==> src/rtl/spireg_pkg.sv <==
package spireg_pkg;
  localparam int REG_RX   = 0;
  localparam int REG_TX   = 1;
  localparam int REG_CTRL = 2;
  localparam int REG_IEN  = 3;
  localparam int REG_STAT = 4;
  localparam int REG_MSG  = 5;
  localparam int NUM_REGS = 6;

  localparam int CTRL_EN       = 0;
  localparam int CTRL_MASTER   = 1;
  localparam int CTRL_CHAN_LSB = 4;

  localparam logic [31:0] STAT_RESET = 32'h0000_0003;
  localparam logic [31:0] RX_FILLER  = 32'hBAD0_F00D;

  typedef enum logic [2:0] {
    RD_ZERO, RD_CTRL, RD_IEN, RD_STAT, RD_RX, RD_FILL
  } rdSel_e;

  typedef struct packed {
    logic   wrCtrl;
    logic   wrIen;
    logic   wrStat;
    logic   softRst;
    logic   pushTx;
    logic   popRx;
    logic   evalIrq;
    rdSel_e rdSel;
  } strobe_t;
endpackage

==> src/rtl/spireg_ctrl.sv <==
module spireg_ctrl
  import spireg_pkg::*;
#(
  parameter int ADDR_W = 8
) (
  input  logic              clk,
  input  logic              rstN,
  input  logic              busWe,
  input  logic              busRe,
  input  logic [ADDR_W-1:0] busAddr,
  input  logic              wrEnBit,
  input  logic              enQ,
  input  logic              txFull,
  input  logic              rxEmpty,
  output strobe_t           stb
);
  localparam int IDX_W = ADDR_W - 2;

  logic [IDX_W-1:0] idx;
  logic inRange;
  logic access;

  assign idx     = busAddr[ADDR_W-1:2];
  assign inRange = int'(idx) < NUM_REGS;
  assign access  = busWe || busRe;

  always_comb begin
    stb         = '0;
    stb.rdSel   = RD_ZERO;
    stb.wrCtrl  = busWe && inRange && (int'(idx) == REG_CTRL);
    stb.softRst = stb.wrCtrl && !wrEnBit;
    stb.wrIen   = busWe && enQ && (int'(idx) == REG_IEN);
    stb.wrStat  = busWe && enQ && (int'(idx) == REG_STAT);
    stb.pushTx  = busWe && enQ && (int'(idx) == REG_TX) && !txFull;
    stb.popRx   = busRe && enQ && (int'(idx) == REG_RX) && !rxEmpty;
    stb.evalIrq = inRange && access && (enQ || stb.wrCtrl);
    if (busRe && inRange) begin
      case (int'(idx))
        REG_CTRL: stb.rdSel = RD_CTRL;
        REG_IEN:  stb.rdSel = RD_IEN;
        REG_STAT: stb.rdSel = RD_STAT;
        REG_RX:   if (enQ) stb.rdSel = rxEmpty ? RD_FILL : RD_RX;
        default:  stb.rdSel = RD_ZERO;
      endcase
    end
  end

  // no FIFO side effect while disabled
  assert_no_fifo_when_off_R2: assert property (@(posedge clk) disable iff (!rstN)
    !enQ |-> (!stb.pushTx && !stb.popRx));

  // out-of-range access touches nothing
  assert_out_of_range_quiet_R1: assert property (@(posedge clk) disable iff (!rstN)
    (access && !inRange) |-> (stb.rdSel == RD_ZERO && !stb.wrCtrl && !stb.evalIrq));
endmodule

==> src/rtl/spireg_datapath.sv <==
module spireg_datapath
  import spireg_pkg::*;
(
  input  logic        clk,
  input  logic        rstN,
  input  strobe_t     stb,
  input  logic [31:0] busWdata,
  input  logic [31:0] rxData,
  output logic [31:0] busRdata,
  output logic [31:0] ctrlQ,
  output logic        irq
);
  logic [31:0] ienQ, statQ;
  logic [31:0] ienD, statD, ctrlD;
  logic        irqQ;

  always_comb begin
    ctrlD = stb.wrCtrl ? busWdata : ctrlQ;
    ienD  = ienQ;
    statD = statQ;
    if (stb.softRst) begin
      ienD  = '0;
      statD = STAT_RESET;
    end else begin
      if (stb.wrIen)  ienD  = busWdata;
      if (stb.wrStat) statD = busWdata;
    end
  end

  always_ff @(posedge clk or negedge rstN) begin
    if (!rstN) begin
      ctrlQ <= '0;
      ienQ  <= '0;
      statQ <= STAT_RESET;
      irqQ  <= 1'b0;
    end else begin
      ctrlQ <= ctrlD;
      ienQ  <= ienD;
      statQ <= statD;
      if (stb.evalIrq) irqQ <= |(statD & ienD);
    end
  end

  always_comb begin
    case (stb.rdSel)
      RD_CTRL: busRdata = ctrlQ;
      RD_IEN:  busRdata = ienQ;
      RD_STAT: busRdata = statQ;
      RD_RX:   busRdata = rxData;
      RD_FILL: busRdata = RX_FILLER;
      default: busRdata = '0;
    endcase
  end

  assign irq = irqQ;

  // soft reset restores registers and drops the interrupt
  assert_soft_reset_clears_R4: assert property (@(posedge clk) disable iff (!rstN)
    stb.softRst |=> (statQ == STAT_RESET && ienQ == '0 && !irqQ));

  // disabled block keeps its registers
  assert_disabled_regs_hold_R2: assert property (@(posedge clk) disable iff (!rstN)
    (!ctrlQ[CTRL_EN] && !stb.wrCtrl) |=> ($stable(statQ) && $stable(ienQ)));

  // disabled access leaves the interrupt alone
  assert_disabled_irq_hold_R3: assert property (@(posedge clk) disable iff (!rstN)
    (!ctrlQ[CTRL_EN] && !stb.wrCtrl) |=> $stable(irqQ));

  // interrupt tracks enabled status bits
  assert_irq_consistent_R9: assert property (@(posedge clk) disable iff (!rstN)
    irqQ == |(statQ & ienQ));
endmodule

==> src/rtl/spireg_csdec.sv <==
module spireg_csdec #(
  parameter int NUM_CS = 4,
  parameter int CS_W   = (NUM_CS > 1) ? $clog2(NUM_CS) : 1
) (
  input  logic              clk,
  input  logic              rstN,
  input  logic              active,
  input  logic [CS_W-1:0]   chan,
  output logic [NUM_CS-1:0] csN
);
  for (genvar i = 0; i < NUM_CS; i++) begin : g_cs
    assign csN[i] = !(active && (int'(chan) == i));
  end

  // at most one select asserted, none when idle
  assert_cs_onehot_R6: assert property (@(posedge clk) disable iff (!rstN)
    $onehot0(~csN));
  assert_cs_idle_high_R6: assert property (@(posedge clk) disable iff (!rstN)
    !active |-> (&csN));
endmodule

==> src/rtl/spireg_top.sv <==
module spireg_top
  import spireg_pkg::*;
#(
  parameter int ADDR_W = 8,
  parameter int NUM_CS = 4
) (
  input  logic              clk,
  input  logic              rstN,
  input  logic              busWe,
  input  logic              busRe,
  input  logic [ADDR_W-1:0] busAddr,
  input  logic [31:0]       busWdata,
  output logic [31:0]       busRdata,
  output logic              txPush,
  output logic [31:0]       txPushData,
  input  logic              txFull,
  output logic              rxPop,
  input  logic [31:0]       rxData,
  input  logic              rxEmpty,
  output logic              fifoFlush,
  output logic [NUM_CS-1:0] csN,
  output logic              irq
);
  localparam int CS_W = (NUM_CS > 1) ? $clog2(NUM_CS) : 1;

  strobe_t     stb;
  logic [31:0] ctrlQ;
  logic        enQ;

  assign enQ = ctrlQ[CTRL_EN];

  spireg_ctrl #(.ADDR_W(ADDR_W)) u_ctrl (
    .clk(clk), .rstN(rstN), .busWe(busWe), .busRe(busRe), .busAddr(busAddr),
    .wrEnBit(busWdata[CTRL_EN]), .enQ(enQ), .txFull(txFull), .rxEmpty(rxEmpty),
    .stb(stb)
  );

  spireg_datapath u_dp (
    .clk(clk), .rstN(rstN), .stb(stb), .busWdata(busWdata), .rxData(rxData),
    .busRdata(busRdata), .ctrlQ(ctrlQ), .irq(irq)
  );

  spireg_csdec #(.NUM_CS(NUM_CS), .CS_W(CS_W)) u_cs (
    .clk(clk), .rstN(rstN),
    .active(ctrlQ[CTRL_EN] && ctrlQ[CTRL_MASTER]),
    .chan(ctrlQ[CTRL_CHAN_LSB +: CS_W]),
    .csN(csN)
  );

  assign txPush     = stb.pushTx;
  assign txPushData = busWdata;
  assign rxPop      = stb.popRx;
  assign fifoFlush  = stb.softRst;
endmodule

==> config.mk <==
export PLATFORM = sky130hd
export DESIGN_NAME = spireg_top
export DESIGN_NICKNAME = d
export VERILOG_FILES = /design/src/rtl/spireg_pkg.sv /design/src/rtl/spireg_ctrl.sv /design/src/rtl/spireg_datapath.sv /design/src/rtl/spireg_csdec.sv /design/src/rtl/spireg_top.sv
export SDC_FILE = /design/constraint.sdc
export NUM_CORES = 1
export LEC_CHECK = 0
export BUFFER_PORTS_ARGS = -buffer_cell sky130_fd_sc_hd__buf_2
export CORE_MARGIN = 2
export CORE_UTILIZATION = 58
export CTS_CLUSTER_SIZE = 8
export DETAILED_ROUTE_END_ITERATION = 7
export MAX_ROUTING_LAYER = met4
export PLACE_DENSITY = 0.95
export SETUP_SLACK_MARGIN = 0.3
export SLEW_MARGIN = 20
export SYNTH_ARGS = -nofsm -noshare
export SYNTH_HDL_FRONTEND = slang
export SYNTH_HIERARCHICAL = 1
export SYNTH_SLANG_ARGS = --single-unit
==> constraint.sdc <==
create_clock -name clk -period 4.1 [get_ports clk]
set_input_delay 0.615 -clock clk [delete_from_list [all_inputs] [get_ports clk]]
set_output_delay 0.615 -clock clk [all_outputs]
set_load 0.05 [all_outputs]
# Word-level counts from Yosys, hierarchy flattened

Index checks and enable logic that the tools add are counted.
Widths: inputs -> output; s select.

Mux-type cells: 9
Reduce and logical (&&, ||, !) cells: 32
Equality and inequality tests: 15
Order comparisons: 1
Bitwise gates (word level): 1

Operator list:

| cell               | count |
|---|---|
| $pmux 32 s5        | 1 |
| $mux 32            | 4 |
| $and 32x32->32     | 1 |
| $reduce_or 32->1   | 1 |
| $logic_and 1x1->1  | 19 |
| $eq 6x2->1 const B | 3 |
| $eq 6x3->1 const B | 3 |
| $logic_not 6->1    | 2 |
| $pmux 3 s4         | 1 |
| $logic_not 1->1    | 7 |
| $eq 3x2->1 const B | 2 |
| $eq 3x3->1 const B | 2 |
| $eq 6x4->1 const B | 1 |
| $lt 6x3->1 const B | 1 |
| $mux 3             | 2 |
| $eq 2x2->1 const B | 2 |
| $eq 3x1->1 const B | 1 |
| $eq 2x1->1 const B | 1 |
| $logic_not 2->1    | 1 |
| $logic_or 1x1->1   | 2 |
| $mux 1             | 1 |

Flip-flop bits (word level): 97
Input port bits: 78
Output and inout port bits: 72

# Logic depth before layout (Yosys ltp)

Gate-level depths: netlist (run 1).

Word-level depth: 7
Depth in mapped cells: 11
Depth with buffers taken out: 8

# Cells and area by module

The synthesis (run 1) kept the hierarchy.

Modules (own cells, without submodules):

| module          | area each (sq um) | instances | seq. area each (sq um) | cells each |
|---|---|---|---|---|
| spireg_datapath | 5331.4            | 1         | 2429.8                 | 526 |
| spireg_top      | 246.5             | 1         | 0.0                    | 33 |
| spireg_ctrl     | 207.7             | 1         | 0.0                    | 25 |
| spireg_csdec    | 28.8              | 1         | 0.0                    | 4 |

# Least setup slack after synthesis (run 1)

Ideal clock, no wire load.

Path type: input -> output
From: input busAddr[5]
To: output busRdata[0]
Required time: 3.485 ns
Data arrival time: 3.125 ns
Path buffers: 2
Cell stages on the path: 7
Path slack: 0.360 ns
Cell sequence: or4_4 > buf_6 > nor3_1 > nor2b_1 > clkbuf_1 > a22oi_1 > o21ai_0

RTL lines:

| element     | RTL line         | text |
|---|---|---|
| from (decl) | spireg_top.sv:11 | `input logic [ADDR_W-1:0] busAddr,` |
| to (decl)   | spireg_top.sv:13 | `output logic [31:0] busRdata,` |

==> results.tsv, run 1 <==
stage	metric	value	unit
timing	Final Skew	13.8	ps
power	clock group share of total power	32.4	%
finish	Sequential Area	2430	um2
timing	f_max	270	MHz
global_routing	number of global-route vias before repair	5049	
floorplanning	chip height	104	um
floorplanning	row count	36	
timing	unrepaired setup endpoints after global routing	false	
synthesis	Syn Nets	666	
worst_setup_path	Crit path max-delay family	simple AND/OR/NAND/NOR gates	
worst_setup_path	CP max-delay cell	nor2_2	
finish	antenna cells	0	
worst_setup_path	critical path class	in -> out	
run_status	outcome	finished, final reports clean	
worst_setup_path	most used cell, CP	buf_2	
timing	worst slew pin tran	1170	ps
finish	multi-input logic area	2840	um2
clock_tree	sinks on the clock net	97	
floorplanning	Core Footprint	9770	um2
worst_setup_path	critical path, cell by cell	buf_2 -> nor3_1 -> o211a_1 -> nand2b_1 -> nor2_2 -> a222oi_1 -> inv_1 -> buf_2	
worst_setup_path	critical path arrival	3090	ps
worst_setup_path	slowest stage delay, CP	900	ps
job	Max-Cap Viols	0	
routing	wire per inst	19.5	um
worst_setup_path	Buf/Inv on CP	3	
worst_setup_path	Crit Path Max Fanout	22	
clock_tree	post-CTS setup buffer count	0	
hold_path	Hold WC Path Type	in -> async	
synthesis	Synth cell types	58	
clock_tree	Hold Buf Count CTS	0	
synthesis	post-synthesis async set-or-reset flop share	100	%
power	Gate power share	14.3	%
worst_setup_path	WP data required	3480	ps
synthesis	synthesized flop and latch total	97	
power	Switching Fraction	28.4	%
clock_tree	# resized after CTS	1	
worst_setup_path	startpoint types	input port	
placement	I/O Buffers	147	
power	Flop pwr share	53.3	%
timing	PnR worst setup slack	394	ps
worst_setup_path	worst flop-to-flop path endpoint	u_dp/irq	
timing	Final Hold Viols	0	
worst_setup_path	worst r2r path cells	9	
floorplanning	Die X	104	um
placement	pre-CTS setup slack	320	ps
timing	Slew Viols, Final	0	
routing	Detail Route Antenna Nets	0	
worst_setup_path	Worst setup EP type	output port	
finish	share of layout cells above drive strength 1	33.7	%
finish	final instance area	6570	um2
synthesis	Post-synth EDFFs	0	
power	switching power	0.570	mW
power	Power Dens Cells	305	nW/um2
floorplanning	num ports	150	
global_routing	initial antenna violation count	0	
routing	Vias/cell	6.31	
clock_tree	latest clock arrival within the worst-skew pair	380	ps
routing	post-route DRC violation count	0	
synthesis	Most used DFF post-synth	dfrtp_1	
timing	final cycle utilization of the critical path	90.4	%
routing	routed wire length	16100	um
finish	Nets	764	
routing	vias post-DR	5199	
clock_tree	cts bufs inserted	9	
placement	DP Area	6360	um2
worst_setup_path	setup slack, reg-to-reg	1370	ps
global_routing	first-pass GRT wire length	25900	um
synthesis	total number of yosys warnings	6	
clock_tree	clock tree buffer depth	2	
timing	post-route setup TNS	0	ps
timing	minimum clock period	3710	ps
power	internal power	1.43	mW
floorplanning	DIE AREA	10800	um2
global_routing	total congestion overflow	0	
synthesis	sequential-to-total area share from yosys stat	41.8	%
placement	Final GP Congestion	0.924	
clock_tree	Reg clk slew, reported paths	100	ps
finish	Util after Layout	67.2	%
synthesis	synthesized cell area	5810	um2
worst_setup_path	R2R Path Start	u_dp/ctrlQ[0]	
timing	Max-slew headroom	21.7	%
power	maximum vdd drop	0.000211	V
global_routing	largest net degree at the start of global routing	72	
timing	final setup vio count	0	
clock_tree	H-tree depth	3	
power	overall power	2.00	mW
finish	area grow syn2layout	13.0	%
finish	fillcell total	770	
power	leak pwr	3.22	nW
clock_tree	CTS tree	built	
routing	Initial DRC Count	577	
routing	router iterations before antenna repair	5	
synthesis	Mapped Cells	588	
floorplanning	initial core utilization	59.5	%
placement	DP Wirelength	11200	um
synthesis	syn_area_per_cell	9.89	um2
global_routing	Total GRT Usage	30.7	%
clock_tree	root buffer cell	clkbuf_8	
-- placed cells by master, fill, tap and decap left out, types with 6 or more instances in the layout --
| cell | n |
|---|---|
| o21ai_1 | 6 |
| a22oi_1 | 39 |
| dfrtp_1 | 95 |
| inv_1 | 10 |
| mux2_2 | 28 |
| o21ai_0 | 26 |
| mux2i_1 | 73 |
| nor3_1 | 6 |
| buf_4 | 19 |
| buf_2 | 146 |
| a21oi_1 | 8 |
| o21a_1 | 6 |
| nor2_1 | 93 |
| o22ai_1 | 30 |
| nand2_1 | 25 |
| clkbuf_8 | 11 |
-- through the flow --
step	cells	hold WS (ps)
global route	824	433
CTS	824	390
global placement	808	469
finish	824	355
detailed placement	808	477
floorplan	588	319
-- cells by family (layout without fill, tap and decap cells) --
| family | after synthesis | after routing | synth area share, % |
|---|---|---|---|
| and+or+nand+nor | 160 | 160 | 13.4 |
| AOI/OAI and AO/OA | 137 | 137 | 16.1 |
| muxes | 105 | 105 | 18.8 |
| DFF | 97 | 97 | 41.8 |
| buffers and inverters | 89 | 192 | 9.96 |
-- routing by layer --
layer | GRT usage, % | wire length (um) | part of all wire [%] | up-vias
met4 | 15.6 | 666 | 4.1 | 0
met1 | 38.5 | 6150 | 38 | 2500
met3 | 6.77 | 1590 | 9.9 | 76
met5 | - | 0 | 0 | -
met2 | 46.9 | 7670 | 48 | 328
li1 | - | - | - | 2295
-- layout make-up --
cell class / instances / area share (%)
clock buffers: 12 / 2.36
clock inverters: 4 / 0.781
inverters: 10 / 0.571
multi-input cells: 402 / 43.2
flip-flops and latches: 97 / 37.0
well taps: 133 / 2.53
repair buffers: 166 / 13.6
-- power groups by stage --
stage | clock network [mW] | logic [mW] | registers (mW)
floorplan | 0 | 0.180 | 1.08
global placement | 0 | 0.273 | 1.08
detailed placement | 0 | 0.285 | 1.09
CTS | 0.658 | 0.287 | 1.07
global route | 0.700 | 0.306 | 1.08
finish | 0.650 | 0.286 | 1.07
-- flip-flops by register name, summed over array words and instances (netlist names) --
| name | count |
|---|---|
| u_dp/ctrlQ | 32 |
| u_dp/ienQ | 32 |
| u_dp/statQ | 32 |
| u_dp/irq | 1 |
-- worst max-delay path by stage --
| stage | start | to | cells after the start |
|---|---|---|---|
| global route | busAddr[3] | busRdata[14] | 8 |
| CTS | busAddr[4] | busRdata[30] | 10 |
| finish | busAddr[5] | busRdata[14] | 8 |
| global placement | busAddr[3] | busRdata[30] | 7 |
| detailed placement | busAddr[3] | busRdata[8] | 7 |
| floorplan | busAddr[5] | busRdata[0] | 7 |
-- cells in the mapped netlist, types with 2 or more instances --
master	instances	area share (%)
dfrtp_1	95	41
nor2_1	95	6.1
mux2i_1	73	13
buf_4	40	5.2
a22oi_1	39	5.0
o22ai_1	30	3.2
mux2_2	28	5.4
o21ai_0	26	2.2
nand2_1	25	1.6
buf_2	18	1.5
inv_1	10	0.65
clkbuf_1	9	0.58
a21oi_1	8	0.69
buf_6	8	1.5
nor3_1	8	0.69
o21a_1	6	0.77
o21ai_1	6	0.52
a222oi_1	4	0.69
mux2_1	4	0.77
nand4_1	4	0.43
o311ai_0	4	0.60
nand3_1	3	0.26
nand3b_1	3	0.39
o22ai_2	3	0.65
and2_1	2	0.22
buf_1	2	0.13
dfstp_2	2	0.90
nor4_4	2	0.73
o311ai_1	2	0.30
No activity file was read; power rests on OpenSTA's default activity.
==> run 2: changes to the inputs <==
- CORE_UTILIZATION: 58 -> 45
- PLACE_DENSITY: 0.95 -> 0.79
- clock period: 4.1 -> 4.7 ns (I/O delays scaled with it)
==> run 2 against run 1 <==
Largest power group unchanged; final area increased by 2.2%; clock skew decreased by 7.4 ps; final cell count increased by 4.2%; highest routed layer unchanged; clock power increased by 13%; critical path depth decreased by 1; core utilization decreased by 14 points; via count decreased by 2.3%; global-route usage decreased by 6.8 points; non-clock buffer count decreased by 4; register-to-register slack improved by 340 ps; critical endpoint is now busRdata[21].
==> results.tsv, run 2 (synthesis gave the netlist of run 1 again) <==
stage	metric	value	unit
job	Max-Cap Viols	0	
worst_setup_path	most used cell, CP	buf_2	
worst_setup_path	worst flop-to-flop path endpoint	u_dp/irq	
timing	worst hold margin	367	ps
timing	unrepaired setup endpoints after global routing	false	
power	clock group share of total power	38.4	%
clock_tree	latest clock arrival within the worst-skew pair	330	ps
finish	antenna cells	0	
floorplanning	row count	41	
routing	Initial DRC Count	390	
clock_tree	sinks on the clock net	97	
worst_setup_path	startpoint types	input port	
worst_setup_path	CP max-delay cell	nor4b_2	
worst_setup_path	setup slack, reg-to-reg	1710	ps
timing	post-route setup TNS	0	ps
finish	top flop regs	u_dp/ctrlQ: 32 flops, u_dp/ienQ: 32 flops, u_dp/statQ: 32 flops	
floorplanning	Die X	118	um
routing	router iterations before antenna repair	5	
timing	Slew Viols, Final	0	
worst_setup_path	critical path arrival	3600	ps
worst_setup_path	critical path, cell by cell	buf_2 -> a2111o_1 -> nor4b_2 -> and2_1 -> a22oi_1 -> nand2_1 -> buf_2	
power	internal power	1.40	mW
worst_setup_path	slowest stage delay, CP	820	ps
timing	Final Hold Viols	0	
timing	Max-slew headroom	34.1	%
floorplanning	num ports	150	
clock_tree	clock tree buffer depth	2	
worst_setup_path	WP data required	3990	ps
clock_tree	# resized after CTS	0	
hold_path	Hold WC Path Type	in -> async	
worst_setup_path	worst r2r path cells	7	
routing	routed wire length	16700	um
finish	area grow syn2layout	15.6	%
power	Flop pwr share	48.6	%
routing	wire per inst	19.5	um
clock_tree	CTS tree	built	
floorplanning	chip height	118	um
finish	share of layout cells above drive strength 1	33.0	%
routing	vias post-DR	5077	
finish	most common cell after layout, fill and taps aside	buf_2	
floorplanning	initial core utilization	46.1	%
finish	commonest cells after routing, fill and taps aside	buf_2 (146), dfrtp_1 (95), nor2_1 (93), mux2i_1 (73), a22oi_1 (39)	
global_routing	largest net degree at the start of global routing	92	
global_routing	number of global-route vias before repair	5036	
routing	Detail Route Antenna Nets	0	
power	switching power	0.510	mW
placement	Final GP Congestion	0.847	
worst_setup_path	critical path class	in -> out	
clock_tree	H-tree depth	3	
global_routing	total congestion overflow	0	
placement	I/O Buffers	147	
clock_tree	Hold Buf Count CTS	0	
global_routing	initial antenna violation count	0	
routing	post-route DRC violation count	0	
power	maximum vdd drop	0.000226	V
timing	final setup vio count	0	
run_status	outcome	finished, final reports clean	
power	leak pwr	3.24	nW
timing	worst slew pin tran	987	ps
floorplanning	DIE AREA	13800	um2
finish	final cell count without fillers	859	
worst_setup_path	Crit Path Max Fanout	17	
placement	DP Wirelength	11100	um
floorplanning	Core Footprint	12600	um2
clock_tree	cts bufs inserted	9	
clock_tree	post-CTS setup buffer count	0	
global_routing	first-pass GRT wire length	26000	um
worst_setup_path	Worst setup EP type	output port	
clock_tree	Reg clk slew, reported paths	70	ps
power	Switching Fraction	26.6	%
timing	Final Skew	6.40	ps
power	Power Dens Cells	285	nW/um2
timing	f_max	232	MHz
worst_setup_path	Buf/Inv on CP	2	
clock_tree	root buffer cell	clkbuf_16	
timing	final cycle utilization of the critical path	91.5	%
finish	Nets	760	
worst_setup_path	R2R Path Start	u_dp/ctrlQ[0]	
placement	placed insts	842	
global_routing	Total GRT Usage	23.9	%
power	Gate power share	13.1	%
routing	Vias/cell	5.91	
worst_setup_path	Crit path max-delay family	simple AND/OR/NAND/NOR gates	
timing	minimum clock period	4300	ps
[run 2: worst max path at each step]
stage	cells past startpoint	endpoint	start	slack [ps]
after floorplan	7	busRdata[0]	busAddr[5]	780
after global placement	9	busRdata[24]	busAddr[4]	600
after detailed placement	9	busRdata[21]	busAddr[4]	540
after CTS	9	busRdata[21]	busAddr[4]	520
after global routing	7	busRdata[21]	busAddr[3]	340
final	7	busRdata[21]	busAddr[3]	400
[run 2: cell type report]
cell class                 instances  area, um2
fill                            1163       5900
multi-input combinational        402       2840
sequential                        97       2430
timing repair buffer             162        896
clock buffer                      12        246
tap                              172        215
clock inverter                     4       52.6
inverter                          10       37.5
[run 2: layer usage]
layer | track usage, % | wire length, um | share of wire [%]
met5 | - | 0 | 0
met1 | 30.3 | 7060 | 42
met2 | 38.4 | 8110 | 49
met3 | 4.36 | 1240 | 7.4
met4 | 8.81 | 299 | 1.8
[run 2: power by group through the flow]
stage                     Combinational, mW  Clock, mW  Sequential [mW]
after floorplan                       0.157          0            0.943
after global placement                0.242          0            0.938
after detailed placement              0.250          0            0.944
after CTS                             0.251      0.748            0.928
after global routing                  0.268      0.788            0.936
final                                 0.250      0.735            0.930
[run 2: stage by stage]
step | power (mW) | worst slack [ps] | utilization (%) | instance area (um2)
3_5_place_dp | 1.19 | 538 | 50.6 | 6390
2_1_floorplan | 1.10 | 780 | - | 5810
3_3_place_gp | 1.18 | 604 | 50.6 | 6390
6_report | 1.92 | 398 | 53.3 | 6720
5_1_grt | 1.99 | 337 | 53.3 | 6720
4_1_cts | 1.93 | 519 | 53.0 | 6690
==> run 3: changes to the inputs <==
- PLACE_DENSITY: 0.79 -> unset
- PLACE_DENSITY_LB_ADDON: unset -> 0.25
==> run 3 against run 2 <==
Total power shrank 1.0%; hold slack gained 74 ps; maximum frequency up 5.3%; die area unchanged; final area increased by 0.26%; clock skew fell by 2.4 ps; clock power down 2%; combinational power about the same; largest power group unchanged; highest routed layer unchanged.
==> results.tsv, run 3 (synthesis gave the netlist of run 1 again) <==
stage	metric	value	unit
run_status	outcome	finished, final reports clean	
floorplanning	chip height	118	um
timing	final cycle utilization of the critical path	86.9	%
hold_path	Hold WC Path Type	in -> async	
finish	antenna cells	0	
clock_tree	# resized after CTS	0	
global_routing	largest net degree at the start of global routing	91	
floorplanning	initial core utilization	46.1	%
finish	top flop regs	u_dp/ctrlQ: 32 flops, u_dp/ienQ: 32 flops, u_dp/statQ: 32 flops	
placement	pre-CTS setup slack	664	ps
routing	post-route DRC violation count	0	
finish	commonest cells after routing, fill and taps aside	buf_2 (146), dfrtp_1 (95), nor2_1 (93), mux2i_1 (73), a22oi_1 (39)	
floorplanning	num ports	150	
placement	DP Area	6420	um2
clock_tree	post-CTS setup buffer count	0	
clock_tree	Hold Buf Count CTS	0	
routing	Detail Route Antenna Nets	0	
placement	placed insts	846	
routing	Vias/cell	5.72	
global_routing	first-pass GRT wire length	25300	um
placement	Final GP Congestion	0.813	
global_routing	initial antenna violation count	0	
finish	area grow syn2layout	15.9	%
worst_setup_path	Worst setup EP type	output port	
timing	Max-slew headroom	39.1	%
global_routing	Total GRT Usage	23.6	%
clock_tree	Reg clk slew, reported paths	60	ps
finish	final instance area	6740	um2
timing	Final Skew	3.98	ps
timing	Final Hold Viols	0	
global_routing	number of global-route vias before repair	4693	
worst_setup_path	WP data required	3990	ps
worst_setup_path	CP max-delay cell	or4_4	
timing	minimum clock period	4090	ps
timing	f_max	245	MHz
finish	share of layout cells above drive strength 1	33.7	%
clock_tree	CTS tree	built	
worst_setup_path	critical path, cell by cell	buf_2 -> or4_4 -> nor3_2 -> buf_4 -> nand2b_1 -> nor2_2 -> buf_4 -> a222oi_1 -> inv_1 -> buf_2	
timing	Slew Viols, Final	0	
worst_setup_path	critical path class	in -> out	
clock_tree	latest clock arrival within the worst-skew pair	350	ps
timing	worst hold margin	441	ps
routing	router iterations before antenna repair	6	
floorplanning	row count	41	
finish	final cell count without fillers	863	
finish	Nets	764	
routing	vias post-DR	4935	
routing	routed wire length	16200	um
floorplanning	Core Footprint	12600	um2
floorplanning	Die X	118	um
routing	wire per inst	18.8	um
finish	most common cell after layout, fill and taps aside	buf_2	
timing	unrepaired setup endpoints after global routing	false	
worst_setup_path	Crit Path Max Fanout	18	
power	overall power	1.90	mW
timing	worst slew pin tran	908	ps
timing	final setup vio count	0	
clock_tree	sinks on the clock net	97	
routing	Initial DRC Count	337	
timing	PnR worst setup slack	614	ps
power	leak pwr	3.26	nW
timing	post-route setup TNS	0	ps
worst_setup_path	startpoint types	input port	
clock_tree	clock tree buffer depth	2	
power	Power Dens Cells	281	nW/um2
clock_tree	root buffer cell	clkbuf_16	
floorplanning	DIE AREA	13800	um2
clock_tree	cts bufs inserted	9	
placement	I/O Buffers	147	
job	Max-Cap Viols	0	
finish	fillcell total	1207	
placement	DP Wirelength	10900	um
finish	Util after Layout	53.4	%
clock_tree	H-tree depth	3	
worst_setup_path	slowest stage delay, CP	620	ps
global_routing	total congestion overflow	0	
worst_setup_path	critical path arrival	3380	ps
power	maximum vdd drop	0.000163	V
## run 3: cell count changes in the layout (fill, tap and decap cells not counted), sizes merged
cell,delta
clkbuf,-1
buf,+4
clkinvlp,+1
inv,+1
bufinv,-1
## run 3: area by class of cell
type	count	area [um2]	area share (%)
Multi-Input combinational cell	402	2840	42.1
Clock buffer	11	253	3.75
Timing Repair Buffer	166	926	13.7
Clock inverter	5	38.8	0.576
Sequential cell	97	2430	36.1
Inverter	10	37.5	0.557
Tap cell	172	215	3.19
## run 3: layer usage
metal / track usage [%] / wire [um] / part of all wire [%] / up-vias
met5: - / 0 / 0 / -
met4: 8.66 / 293 / 1.8 / 0
met3: 3.10 / 988 / 6.1 / 18
met2: 37.3 / 7860 / 49 / 188
met1: 31.4 / 7060 / 44 / 2432
li1: - / - / - / 2297
## run 3: where the power goes
part / internal (mW) / total (mW) / switching (mW)
Sequential: 0.891 / 0.930 / 0.0388
Combinational: 0.0862 / 0.247 / 0.161
Clock: 0.390 / 0.719 / 0.329
Total: 1.37 / 1.90 / 0.529
## run 3: worst paths after layout
| check | cells after the start | from | to | slack, ps |
|---|---|---|---|---|
| max | 10 | busAddr[4] | busRdata[14] | 610 |
| min | 1 | rstN | u_dp/statQ[19] | 440 |
| max reg2reg | 7 | u_dp/ctrlQ[0] | u_dp/irq | 1770 |
| min reg2reg | 1 | u_dp/ctrlQ[3] | u_dp/ctrlQ[3] | 510 |
| max in group asynchronous | 2 | rstN | u_dp/statQ[20] | 3280 |
| min in group clk | 1 | u_dp/ctrlQ[3] | u_dp/ctrlQ[3] | 510 |
## run 3: worst max-delay path: cells and delay by family
kind	cells	cell delay (ps)
buffers and inverters	5	900
AND/OR/NAND/NOR	4	1370
AO/OA/AOI/OAI	1	380
